## src/rtl/sws_pkg.sv

```systemverilog
package sws_pkg;
  localparam logic [1:0] ORDER_LSB_CODE = 2'd1;

  typedef enum logic {
    ORD_MSB = 1'b0,
    ORD_LSB = 1'b1
  } bit_order_e;
endpackage

```

## src/rtl/sws_slot_ctrl.sv

```systemverilog
module sws_slot_ctrl #(
  parameter int LEN_W = 6
) (
  input  logic             clk,
  input  logic             rst,
  input  logic             start,
  input  logic             sample_stb,
  input  logic             shift_stb,
  input  logic [LEN_W-1:0] flen,
  output logic             busy,
  output logic             start_acc,
  output logic             sample_acc,
  output logic             done,
  output logic             busy_nxt,
  output logic [LEN_W-1:0] slot,
  output logic [LEN_W-1:0] slot_nxt
);
  logic busy_q, smp_q, smp_nxt, shift_acc;
  logic [LEN_W-1:0] slot_q;

  always_comb begin
    start_acc  = start && !busy_q;
    sample_acc = busy_q && sample_stb && !smp_q;
    shift_acc  = busy_q && shift_stb && smp_q;
    done       = sample_acc && (slot_q == flen - LEN_W'(1));
    busy_nxt   = busy_q;
    slot_nxt   = slot_q;
    smp_nxt    = smp_q;
    if (start_acc) begin
      busy_nxt = 1'b1;
      slot_nxt = '0;
      smp_nxt  = 1'b0;
    end else if (sample_acc) begin
      smp_nxt = 1'b1;
      if (done) busy_nxt = 1'b0;
    end else if (shift_acc) begin
      slot_nxt = slot_q + LEN_W'(1);
      smp_nxt  = 1'b0;
    end
  end

  always_ff @(posedge clk) begin
    if (rst) begin
      busy_q <= 1'b0;
      smp_q  <= 1'b0;
      slot_q <= '0;
    end else begin
      busy_q <= busy_nxt;
      smp_q  <= smp_nxt;
      slot_q <= slot_nxt;
    end
  end

  assign busy = busy_q;
  assign slot = slot_q;

  p_slot_in_range_r3: assert property (@(posedge clk) disable iff (rst)
    busy_q |-> (slot_q < flen));
  p_start_busy_r2: assert property (@(posedge clk) disable iff (rst)
    start_acc |=> busy_q);
  p_done_ends_busy_r2: assert property (@(posedge clk) disable iff (rst)
    done |=> !busy_q);
  p_no_early_shift_r6: assert property (@(posedge clk) disable iff (rst)
    (busy_q && !smp_q) |=> (slot_q == $past(slot_q)));
endmodule

```

## src/rtl/sws_tx_select.sv

```systemverilog
module sws_tx_select #(
  parameter int WORD_W = 32,
  parameter int LEN_W  = 6
) (
  input  logic              active,
  input  logic [WORD_W-1:0] word,
  input  logic [LEN_W-1:0]  dlen,
  input  logic              lsb_first,
  input  logic [LEN_W-1:0]  slot,
  output logic              bit_out
);
  logic [LEN_W-1:0] idx;
  logic             in_data;

  always_comb begin
    in_data = slot < dlen;
    idx     = lsb_first ? slot : (dlen - LEN_W'(1) - slot);
    bit_out = (active && in_data) ? word[idx] : 1'b0;
  end
endmodule

```

## src/rtl/sws_rx_assemble.sv

```systemverilog
module sws_rx_assemble #(
  parameter int WORD_W = 32,
  parameter int LEN_W  = 6
) (
  input  logic              clk,
  input  logic              rst,
  input  logic              clear,
  input  logic              take,
  input  logic [LEN_W-1:0]  slot,
  input  logic [LEN_W-1:0]  dlen,
  input  logic              lsb_first,
  input  logic              sdi,
  output logic [WORD_W-1:0] acc_nxt
);
  logic [WORD_W-1:0] acc_q;

  always_comb begin
    acc_nxt = acc_q;
    if (take && (slot < dlen)) begin
      if (lsb_first) acc_nxt[slot] = sdi;
      else           acc_nxt = {acc_q[WORD_W-2:0], sdi};
    end
  end

  always_ff @(posedge clk) begin
    if (rst || clear) acc_q <= '0;
    else              acc_q <= acc_nxt;
  end

  p_acc_bounded_r5: assert property (@(posedge clk) disable iff (rst)
    (!clear && !take) |=> (acc_q == $past(acc_q)));
endmodule

```

## src/rtl/serial_word_shifter.sv

```systemverilog
module serial_word_shifter #(
  parameter int WORD_W = 32,
  parameter int LEN_W  = 6
) (
  input  logic              clk,
  input  logic              rst,
  input  logic              start,
  input  logic [WORD_W-1:0] tx_word,
  input  logic [LEN_W-1:0]  data_len,
  input  logic [LEN_W-1:0]  frame_len,
  input  logic [1:0]        order_sel,
  input  logic              shift_stb,
  input  logic              sample_stb,
  input  logic              sdi,
  output logic              sdo,
  output logic              busy,
  output logic [WORD_W-1:0] rx_word,
  output logic              rx_valid
);
  import sws_pkg::*;

  localparam logic [LEN_W-1:0] MAX_LEN = LEN_W'(WORD_W);

  function automatic logic [LEN_W-1:0] fit_len(input logic [LEN_W-1:0] v);
    if (v == '0)         return LEN_W'(1);
    else if (v > MAX_LEN) return MAX_LEN;
    else                  return v;
  endfunction

  logic [LEN_W-1:0]  in_d, in_f, in_f_raw;
  bit_order_e        in_ord;
  logic [WORD_W-1:0] cur_word, sel_word;
  logic [LEN_W-1:0]  cur_d, cur_f, sel_d;
  bit_order_e        cur_ord, sel_ord;
  logic              start_acc, sample_acc, done, busy_nxt, tx_bit;
  logic [LEN_W-1:0]  slot, slot_nxt;
  logic [WORD_W-1:0] acc_nxt;
  logic              sdo_q, rxv_q;
  logic [WORD_W-1:0] rxw_q;

  always_comb begin
    in_d     = fit_len(data_len);
    in_f_raw = fit_len(frame_len);
    in_f     = (in_f_raw < in_d) ? in_d : in_f_raw;
    in_ord   = (order_sel == ORDER_LSB_CODE) ? ORD_LSB : ORD_MSB;
    sel_word = start_acc ? tx_word : cur_word;
    sel_d    = start_acc ? in_d    : cur_d;
    sel_ord  = start_acc ? in_ord  : cur_ord;
  end

  always_ff @(posedge clk) begin
    if (rst) begin
      cur_word <= '0;
      cur_d    <= LEN_W'(1);
      cur_f    <= LEN_W'(1);
      cur_ord  <= ORD_MSB;
    end else if (start_acc) begin
      cur_word <= tx_word;
      cur_d    <= in_d;
      cur_f    <= in_f;
      cur_ord  <= in_ord;
    end
  end

  sws_slot_ctrl #(.LEN_W(LEN_W)) u_ctrl (
    .clk        (clk),
    .rst        (rst),
    .start      (start),
    .sample_stb (sample_stb),
    .shift_stb  (shift_stb),
    .flen       (cur_f),
    .busy       (busy),
    .start_acc  (start_acc),
    .sample_acc (sample_acc),
    .done       (done),
    .busy_nxt   (busy_nxt),
    .slot       (slot),
    .slot_nxt   (slot_nxt)
  );

  sws_tx_select #(.WORD_W(WORD_W), .LEN_W(LEN_W)) u_txsel (
    .active    (busy_nxt),
    .word      (sel_word),
    .dlen      (sel_d),
    .lsb_first (sel_ord == ORD_LSB),
    .slot      (slot_nxt),
    .bit_out   (tx_bit)
  );

  sws_rx_assemble #(.WORD_W(WORD_W), .LEN_W(LEN_W)) u_rxasm (
    .clk       (clk),
    .rst       (rst),
    .clear     (start_acc),
    .take      (sample_acc),
    .slot      (slot),
    .dlen      (cur_d),
    .lsb_first (cur_ord == ORD_LSB),
    .sdi       (sdi),
    .acc_nxt   (acc_nxt)
  );

  always_ff @(posedge clk) begin
    if (rst) begin
      sdo_q <= 1'b0;
      rxv_q <= 1'b0;
      rxw_q <= '0;
    end else begin
      sdo_q <= tx_bit;
      rxv_q <= done;
      if (done) rxw_q <= acc_nxt;
    end
  end

  assign sdo      = sdo_q;
  assign rx_valid = rxv_q;
  assign rx_word  = rxw_q;

  p_sdo_idle_r9: assert property (@(posedge clk) disable iff (rst)
    !busy |-> !sdo);
  p_valid_pulse_r7: assert property (@(posedge clk) disable iff (rst)
    rx_valid |=> !rx_valid);
  p_upper_zero_r7: assert property (@(posedge clk) disable iff (rst)
    rx_valid |-> ((rx_word >> cur_d) == '0));
  p_cfg_hold_r8: assert property (@(posedge clk) disable iff (rst)
    busy |=> ($stable(cur_word) && $stable(cur_d) && $stable(cur_f)));
  p_word_hold_r7: assert property (@(posedge clk) disable iff (rst)
    !rx_valid |-> $stable(rx_word) || $past(rst));
endmodule

```

## config.mk

```make
export PLATFORM = sky130hd
export DESIGN_NAME = serial_word_shifter
export DESIGN_NICKNAME = d
export VERILOG_FILES = /design/src/rtl/sws_pkg.sv /design/src/rtl/sws_slot_ctrl.sv /design/src/rtl/sws_tx_select.sv /design/src/rtl/sws_rx_assemble.sv /design/src/rtl/serial_word_shifter.sv
export SDC_FILE = /design/constraint.sdc
export NUM_CORES = 1
export LEC_CHECK = 0
export BUFFER_PORTS_ARGS = -buffer_cell sky130_fd_sc_hd__buf_2
export CAP_MARGIN = 20
export CORE_UTILIZATION = 45
export CTS_BUF_LIST = sky130_fd_sc_hd__clkbuf_4 sky130_fd_sc_hd__clkbuf_8
export DETAILED_ROUTE_END_ITERATION = 10
export GPL_TIMING_DRIVEN = 0
export MAX_ROUTING_LAYER = met4
export PLACE_DENSITY = 0.67
export SLEW_MARGIN = 20
export SYNTH_ARGS = -nofsm -noshare
export SYNTH_HDL_FRONTEND = slang
export SYNTH_SLANG_ARGS = --single-unit
```

## constraint.sdc

```tcl
create_clock -name clk -period 3.75 [get_ports clk]
set_input_delay 0.5625 -clock clk [delete_from_list [all_inputs] [get_ports clk]]
set_output_delay 0.5625 -clock clk [all_outputs]
set_load 0.02 [all_outputs]
```

* After elaboration in Yosys (flattened, before gate mapping)
Index checks and enable logic that the tools add are counted. Widths: inputs -> output; s select.
Cells by class: add/subtract/negate cells 4, order comparisons 8, equal/unequal tests 2, mux-type cells 25, bitwise operators 1, reduce and logical (&&, ||, !) cells 17
Operator list (number):
- $mux 32 | 3
- $mux 6 | 10
- $bwmux 32 | 1
- $lt 6x6->1 | 3
- $gt 6x6->1 const B | 2
- $logic_not 6->1 | 2
- $lt 6x6->1 const B | 2
- $sub 6x1->6 const B | 2
- $logic_and 1x1->1 | 9
- $mux 1 | 9
- $add 6x1->6 const B | 1
- $eq 6x6->1 | 1
- $ge 6x1->1 const B | 1
- $sub 6x6->6 | 1
- $bmux 1 s5 | 1
- $demux 1 s5 | 1
- $reduce_or 2->1 | 2
- $eq 2x1->1 const B | 1
- $logic_not 1->1 | 2
- $reduce_bool 2->1 | 1
- $logic_or 1x1->1 | 1
- $not 1->1 | 1
Storage, ports and cells: register bits after elaboration 119, input port bits 52, output and inout port bits 35, word-level logic and storage cells 68

* Logic depth before layout (Yosys ltp)
Gate-level depths: netlist of run 1.
depth after elaboration 9, gate-level depth with buffers 17, depth with buffers taken out 14

* Modules after synthesis
Synthesis of run 1 repeated with hierarchy kept, for this count alone.
Unflattened totals: cell total of the unflattened synthesis 885, area, all modules 7747.4 µm²
Modules (own cells, without submodules):
- serial_word_shifter | instances 1, cells an instance 319, area an instance 3301.9 µm², seq. area each 1581.5 µm²
- sws_rx_assemble | instances 1, cells an instance 375, area an instance 3039.2 µm², seq. area each 640.6 µm²
- sws_tx_select | instances 1, cells an instance 116, area an instance 814.5 µm², seq. area each 0.0 µm²
- sws_slot_ctrl | instances 1, cells an instance 75, area an instance 591.8 µm², seq. area each 160.2 µm²

* Least setup slack after synthesis of run 1
No wires, ideal clock.
path kind flip-flop to flip-flop, from register u_ctrl.busy_q, in the netlist u_ctrl.busy, to register sdo_q, in the netlist sdo, setup time 129 ps, arrival time 3718 ps, required time 3621 ps, slack -97 ps, stages on the path, launching flop included 16, path buffers 4, clock period less this slack 3847 ps, cells stage by stage dfxtp_1 > buf_4 > nand2b_4 > buf_6 > clkbuf_1 > clkbuf_1 > a21oi_1 > fa_1 > nand2b_1 > a21oi_1 > nor2_1 > o32a_1 > or3_1 > or4_1 > nand3_1 > nor4b_2
On the way: word-level cells in the longest chain between the ends 9, elaborated cells between the ends (all ways) 25, those cells by class add/sub: 2; order compare: 1; mux: 12; bitwise: 1; reduce/logical: 9
RTL lines:
- start, declared | line sws_slot_ctrl.sv:18 | logic busy_q, smp_q, smp_nxt, shift_acc;
- start signal, assigned | line sws_slot_ctrl.sv:48 | busy_q <= busy_nxt;
- branches (longest 9 deep; another with $sub 6x1->6)
- end signal, assigned | line serial_word_shifter.sv:108 | sdo_q <= tx_bit;
- end, declared | line serial_word_shifter.sv:38 | logic sdo_q, rxv_q;
Several ways; the timed one is not identified. The select of a mux whose other input is x is not followed. A chain may end at the register's enable or synchronous reset.

* Final worst setup path of run 1
from register u_ctrl.busy_q, in the netlist u_ctrl.busy, to register sdo_q, in the netlist sdo
On the way: elaborated cells between the ends (all ways) 25, those cells by class add/sub: 2; order compare: 1; mux: 12; bitwise: 1; reduce/logical: 9
RTL lines:
- $logic_not 1->1 * | line sws_slot_ctrl.sv:22 | start_acc = start && !busy_q;
- $logic_and 1x1->1 * | line sws_slot_ctrl.sv:22
- $mux 6 *
- net sel_d[0] | line serial_word_shifter.sv:33 | logic [LEN_W-1:0] cur_d, cur_f, sel_d;
- $sub 6x1->6 | line sws_tx_select.sv:17 | idx = lsb_first ? slot : (dlen - LEN_W'(1) - slot);
- $sub 6x6->6 | line sws_tx_select.sv:17
- $mux 6 | line sws_tx_select.sv:17
- $bmux 1 s5 | line sws_tx_select.sv:18 | bit_out = (active && in_data) ? word[idx] : 1'b0;
- $mux 1 (implied by the code) | line sws_tx_select.sv:18
Mark *: on every way through the listed nets, which the timed path passes. The rest lies on a longest branch. The select of a mux whose other input is x is not followed.

==> results.cfg, run 1 <==
[status]
run_status = finished, final reports clean

[finish]
layout_cell_share_with_drive_strength_beyond_1_pct = 20.43
num_antenna_cells = 0
area_added_between_synthesis_and_finish_pct = 18.07
final_cell_count_no_fill = 1110
finalCoreUtilization_pct = 54.57
num-nets-final = 997

[run]
cap_viol_max_count = 0

[clocking]
cts_root_buf = clkbuf_8
cts_tree = built
cts.path.max_buffers = 2
clk_latency_ns = 0.46
cts.htree.levels = 4
cts-hold-fix-buffers = 0
cts.reportedPaths.clkPinSlew_ns = 0.07
cts_made_buffers = 17
sink_count_of_the_clock_tree = 119

[route]
dr.first_iter.drc_count = 352
routed_wire_length_per_instance_um = 15.59
drt_drc_violations_left = 0
drt-total-wl_mm = 17.30
detailedRoute.firstPassIterationCount = 5
ant_nets = 0
via_count = 6115
viasPerCell = 5.509

[logic_synthesis]
post_synth_instance_area_mm2 = 0.006441
post_syn_instances = 811
synth_edf_count = 0
synthDistinctLibCells = 68
net_count_after_synthesis = 889
syn_area_per_cell_um2 = 7.942
synth_top_flop_cell = dfxtp_1
yosysWarningCount = 0
seq_area_frac_synth_pct = 36.99
asyncSetResetFlopFracSynth_pct = 0
ys_ff_latch = 119

[worst_setup_path]
worst_setup_path_end_kind = flop
timing.critical_path.cells = buf_6 > nand2b_4 > buf_12 > buf_8 > nand2_1 > o21ai_4 > ha_2 > inv_1 > fa_2 > nand2b_1 > a21oi_2 > nor2_1 > o32a_4 > or3_1 > or4_4 > nand3_1 > nor4b_2
critPathSlowestCell = or4_4
worst-path-max-fanout = 10
crit_arrival_ns = 4.01
ff_to_ff_start = u_ctrl.busy
number_of_cell_instances_on_the_worst_register_to_register_path = 17
setup.worst_path.start = u_ctrl.busy
ff2ff_setup_slack_ns = 0.07
worstPathRequired_ns = 4.09
crit_type = flop to flop
cp-start-kind = flop
endpoint_of_the_worst_register_to_register_path = sdo
timing.critical_path.slowest_cell_delay_ns = 0.44

[floorplan]
num_rows = 43
ioPinCount = 87
starting_density_of_the_core_pct = 46.22
core_area_mm2 = 0.01393
fp.dieH_um = 121.6
fp.dieW_um = 121.6
floorplan.die_area_mm2 = 0.01480

[grt]
pin_count_of_the_biggest_net_entering_global_routing = 17
grt.overflow.total = 0
grt_pass1_wl_mm = 28.35
vias_in_the_first_global_route = 5779
grt_antenna_before_repair = 0
global_route.usage.total_pct = 25.32

[placement]
dpl.cell_count = 1076
detailed_place_hpwl_mm = 12.74
finalWeightedCongestion = 0.9159
port_buffers = 85
detailedPlace.worstSlack_ns = -0.7160

[power]
worst_ir_drop_vdd_uv = 343.3
leakagePower_nw = 2.919
power_density_mw_per_mm2 = 403.0

[timing]
final-hold-violation-count = 0
setup_viol_count_final = 0
fmax_mhz = 272.1
transition_time_at_the_pin_with_the_least_slew_margin_ns = 0.5812
fin_crit_ns = 3.676
timing.final.crit_share_pct = 98.02
fin_worst_skew_ns = 0.01175
tns_ns = 0
worst_slew_margin_rel_pct = 60.84
fin_ws_ns = 0.07435
report.final.slew_viol_count = 0

[hold_path]
hold-path-endpoint = cur_word[14]
hold_class = input pin to flop
min_path_cells = 3
worst_hold_startpoint = tx_word[14]
## synthesized netlist by cell type, types with 3 or more instances
cell	instances	area (um2)
nor2_1	147	551.8
clkbuf_1	35	131.4
xnor2_1	4	35.03
xor2_1	9	78.83
nand4_1	5	31.28
a21oi_1	43	215.2
a311oi_1	5	43.79
buf_2	12	60.06
ha_1	25	312.8
buf_1	5	18.77
or2_2	14	87.58
o21a_1	7	52.55
a2111oi_0	3	26.28
a21o_1	3	22.52
or3_1	5	31.28
inv_1	18	67.56
dfxtp_1	119	2382
nand2_1	104	390.4
nand2b_1	13	81.33
o21ai_0	40	200.2
and2_1	3	18.77
a211oi_1	41	307.8
buf_4	4	30.03
mux2_2	3	33.78
nand4b_1	4	35.03
nor2b_1	13	81.33
a221oi_1	29	254.0
nor3_1	11	55.05
nand3_1	11	55.05
a31oi_1	4	25.02
nor4_1	3	18.77
mux2i_1	21	210.2
## kinds of logic (layout without fill, tap and decap cells)
kind of cell | Yosys count | count (layout) | synth area share [%]
xor gates and xnor gates | 13 | 13 | 1.768
buffers and inverters | 77 | 196 | 5.186
DFF | 119 | 119 | 36.99
AOI/OAI and AO/OA | 201 | 201 | 21.60
muxes | 28 | 28 | 4.837
and+or+nand+nor | 347 | 347 | 24.46
adders and majority gates | 26 | 26 | 5.167
## flip-flops by register name (all words and copies together) (netlist names), 6 cells and up
name           flops
cur_f              6
cur_d              6
u_rxasm.acc_q     32
cur_word          32
u_ctrl.slot        6
rx_word           32
## power by group
group | leakage [nW] | internal [mW] | switching, mW | total [mW]
clock network | 0.183 | 0.568 | 0.524 | 1.09
registers | 0.969 | 1.31 | 0.0280 | 1.34
logic | 1.77 | 0.254 | 0.376 | 0.630
total | 2.92 | 2.14 | 0.928 | 3.06
## placed cells by master, fill, tap and decap left out, types with 5 or more instances in the layout
master,instances
or2_2,14
nand2b_1,13
nand3_1,11
buf_4,7
inv_1,18
nor3_1,10
a211oi_1,41
dfxtp_1,116
mux2i_1,20
clkbuf_8,20
nor2_1,147
nor2b_1,13
o21ai_0,39
ha_1,23
a221oi_1,29
xor2_1,9
a21oi_1,40
buf_2,98
nand4_1,5
clkinv_2,5
or3_1,5
a311oi_1,5
o21a_1,7
nand2_1,104
clkbuf_1,31
## how the worst max path moves through the flow
stage / slack, ns / depth (start not counted) / end
floorplan: 0.006 / 15 / sdo
global placement: -0.66 / 14 / sdo
detailed placement: -0.72 / 15 / sdo
CTS: 0.008 / 17 / sdo
global route: -0.003 / 16 / sdo
finish: 0.07 / 17 / sdo
## cell type report
class	count	area, um2
flip-flops and latches	119	2389
repair buffers	89	455.4
well taps	180	225.2
plain buffers	58	296.5
fillers	1382	6330
clock buffers	21	282.8
inverters	19	71.32
multi-input cells	615	3807
clock inverters	9	77.57
## layer usage
| layer | track usage, % | vias up | part of all wire [%] |
|---|---|---|---|
| li1 | - | 3068 | - |
| met3 | 5.993 | 29 | 4.7 |
| met2 | 41.02 | 151 | 47 |
| met1 | 30.90 | 2867 | 46 |
| met5 | - | - | 0 |
| met4 | 8.256 | 0 | 2.1 |
## through the flow
step           area, um2  hold slack (ns)  power (mW)
2_1_floorplan       6442           0.4329       1.791
3_3_place_gp        7093           0.4414       1.958
3_5_place_dp        7093           0.4465       1.965
4_1_cts             7542           0.3353       3.063
5_1_grt             7605           0.3317       3.210
6_report            7605           0.3497       3.065
## critical path, delay by kind of cell, from the launching register on
| kind | cells | cell delay [ns] |
|---|---|---|
| buffers and inverters | 4 | 0.49 |
| adders and majority gates | 2 | 0.58 |
| DFF | 1 | 0.36 |
| and+or+nand+nor | 8 | 1.48 |
| AOI/OAI and AO/OA | 3 | 0.64 |
## repair_timing
action | in CTS | in global routing
buffers inserted | 1 | 3
resized for setup | 24 | 10
endpoints found under the setup margin | 1 | 1
pin swaps | 1 | 1
Power figures use the tool's default switching activity.
==> inputs of run 2 (changes only) <==
--- a/config.mk
+++ b/config.mk
@@ -5,6 +5,7 @@
 export SDC_FILE = /design/constraint.sdc
 export NUM_CORES = 1
 export LEC_CHECK = 0
+export ABC_AREA = 1
 export BUFFER_PORTS_ARGS = -buffer_cell sky130_fd_sc_hd__buf_2
 export CAP_MARGIN = 20
 export CORE_UTILIZATION = 45
==> run 2 against run 1 <==
  * Synthesized cell count rose by 12%
  * Power rose by 9.8%
  * Clock skew rose by 0.0013 ns
  * Sequential power barely moved
  * Sequential share of layout area rose by 0.18 points
  * Setup slack improved by 0.44 ns
  * Clock power rose by 22%
  * Combinational power rose by 6.0%
  * Critical path depth rose by 1
  * Non-clock buffer count fell by 16
  * Via count rose by 3.1%
  * Utilization fell by 0.46 points
==> results.cfg, run 2 <==
[status]
run_status = finished, final reports clean

[clocking]
cts_tree = built
cts_made_buffers = 17
post_cts_resize_count = 0
cts-hold-fix-buffers = 0
clk_latency_ns = 0.46
cts.path.max_buffers = 2
cts.reportedPaths.clkPinSlew_ns = 0.07
post_cts.repair.setup_buffers = 0
sink_count_of_the_clock_tree = 119
cts.htree.levels = 4
cts_root_buf = clkbuf_8

[route]
viasPerCell = 5.215
dr.first_iter.drc_count = 359
ant_nets = 0
drt-total-wl_mm = 16.44
routed_wire_length_per_instance_um = 13.59
detailedRoute.firstPassIterationCount = 7
drt_drc_violations_left = 0
via_count = 6305

[logic_synthesis]
post_synth_instance_area_mm2 = 0.006437
asyncSetResetFlopFracSynth_pct = 0
yosysWarningCount = 0
yosys_top_cell_area_share_pct = 37.01
net_count_after_synthesis = 990
syn_area_per_cell_um2 = 7.059
ys_top_cells_by_count = nand2_1, dfxtp_1, o21ai_0
seq_area_frac_synth_pct = 37.01
post-synth-top-count-cell = nand2_1
synth_top_area_cell = dfxtp_1
ys_ff_latch = 119
synth_top_flop_cell = dfxtp_1
synthDistinctLibCells = 44
synth_area_leaders = dfxtp_1, nand2_1, o21ai_0
synth_edf_count = 0
post_syn_instances = 912

[grt]
global_route.usage.total_pct = 24.44
grt_antenna_before_repair = 0
pin_count_of_the_biggest_net_entering_global_routing = 17
grt.overflow.total = 0
vias_in_the_first_global_route = 5792
grt_pass1_wl_mm = 27.50

[power]
worst_ir_drop_vdd_uv = 196.2
power_density_mw_per_mm2 = 446.4
leakagePower_nw = 3.558

[timing]
worst_slew_margin_rel_pct = 60.45
report.final.slew_viol_count = 0
fmax_mhz = 308.7
transition_time_at_the_pin_with_the_least_slew_margin_ns = 0.5933
setup_viol_count_final = 0
tns_ns = 0
fin_worst_skew_ns = 0.01302
unrepaired_setup_endpoints_after_global_routing = no
final-hold-violation-count = 0
timing.final.crit_share_pct = 86.39
fin_crit_ns = 3.240

[finish]
layout_cell_share_with_drive_strength_beyond_1_pct = 17.20
area_added_between_synthesis_and_finish_pct = 17.14
num-nets-final = 1095
num_antenna_cells = 0
layout_commonest_cell = nand2_1
finalInstanceArea_mm2 = 0.007541
mostFrequentLayoutCells = nand2_1, dfxtp_1, o21ai_0

[worst_setup_path]
crit_arrival_ns = 3.63
critPathSlowestCell = dfxtp_1
cp-start-kind = flop
crit_type = flop to flop
timing.critical_path.slowest_cell_delay_ns = 0.53
worst-path-max-fanout = 10
timing.critical_path.mode_cell = nand2_1
worst_setup_path_end_kind = flop
worstPathRequired_ns = 4.14
timing.critical_path.cells = inv_2 > nand2_4 > buf_2 > buf_2 > nand2_1 > nand2_1 > ha_1 > inv_1 > fa_1 > xnor2_1 > or2_1 > nand2_1 > inv_1 > nand3_1 > nand3_1 > nand3_1 > nand2_1 > nor2_1

[run]
cap_viol_max_count = 0

[placement]
finalWeightedCongestion = 0.8903
detailed_place_hpwl_mm = 12.20
dp_area_mm2 = 0.007093
port_buffers = 86

[floorplan]
num_rows = 43
fp.dieW_um = 121.6
floorplan.die_area_mm2 = 0.01479
fp.dieH_um = 121.6
core_area_mm2 = 0.01393
ioPinCount = 87
starting_density_of_the_core_pct = 46.20

[hold_path]
hold_class = input pin to flop
## run 2: cell types whose count changed in the layout (fill, tap and decap cells not counted), sizes merged, moves of 8 or more
| cell | change |
|---|---|
| a211oi | -41 |
| a221oi | -29 |
| a31oi | +9 |
| clkbuf | -9 |
| inv | +71 |
| nand2 | +85 |
| nand2b | -14 |
| nand3 | +54 |
| nor2 | -52 |
| nor2b | -13 |
| o211ai | +21 |
| o21ai | +77 |
| o311ai | +8 |
## run 2: metal layers
layer,vias to the layer above,global-route usage [%],wire length (um)
met1,2900,30.75,7955
met5,-,-,0
met4,0,7.562,240
li1,3247,-,-
met2,138,38.67,7537
met3,20,5.805,701
## run 2: layout make-up
| type | count | area [um2] |
|---|---|---|
| Sequential cell | 119 | 2382 |
| Buffer | 45 | 203.9 |
| Clock inverter | 8 | 143.9 |
| Timing Repair Buffer | 86 | 430.4 |
| Inverter | 92 | 346.6 |
| Clock buffer | 23 | 304.0 |
| Fill cell | 1416 | 6394 |
| Tap cell | 180 | 225.2 |
| Multi-Input combinational cell | 656 | 3505 |
## run 2: cells by family (layout without fill, tap and decap cells)
| group | after synthesis | count (layout) | synth area share (%) |
|---|---|---|---|
| DFF | 119 | 119 | 37.01 |
| buffers and inverters | 137 | 254 | 8.552 |
| muxes | 15 | 15 | 2.332 |
| AOI/OAI and AO/OA | 222 | 222 | 19.32 |
| xor gates and xnor gates | 11 | 11 | 1.497 |
| and+or+nand+nor | 382 | 382 | 26.12 |
| adders and majority gates | 26 | 26 | 5.170 |
## run 2: report_power, final
part / leakage, nW / switching [mW] / internal, mW
clock: 0.233 / 0.523 / 0.804
sequential: 0.970 / 0.0316 / 1.34
combinational: 2.36 / 0.425 / 0.243
total: 3.56 / 0.979 / 2.39
## run 2: worst paths after layout
path | endpoint | start | cells past startpoint | slack (ns)
setup / recovery | sdo | u_ctrl.busy | 18 | 0.51
hold / removal | cur_word[8] | tx_word[8] | 3 | 0.36
setup reg to reg | sdo | u_ctrl.busy | 18 | 0.51
hold reg to reg | cur_f[5] | cur_f[5] | 2 | 0.49
## run 2: metrics by stage
| stage | hold slack, ns | utilization, % | total power, mW | setup slack (ns) | instances |
|---|---|---|---|---|---|
| 6_report | 0.3637 | 54.12 | 3.366 | 0.5105 | 1209 |
| 2_1_floorplan | 0.4476 | - | 1.883 | 1.030 | 912 |
| 5_1_grt | 0.3599 | 54.12 | 3.544 | 0.2364 | 1209 |
| 4_1_cts | 0.3471 | 54.12 | 3.388 | 0.5292 | 1209 |
| 3_5_place_dp | 0.4798 | 50.90 | 2.065 | 0.4231 | 1178 |
| 3_3_place_gp | 0.4723 | 50.90 | 2.059 | 0.4515 | 1178 |
## run 2: worst max-delay path, delay by kind of cell (launching register included)
kind,cells,cell delay [ns]
xor gates and xnor gates,1,0.13
adders and majority gates,2,0.56
buffers and inverters,5,0.76
DFF,1,0.53
and+or+nand+nor,10,1.19
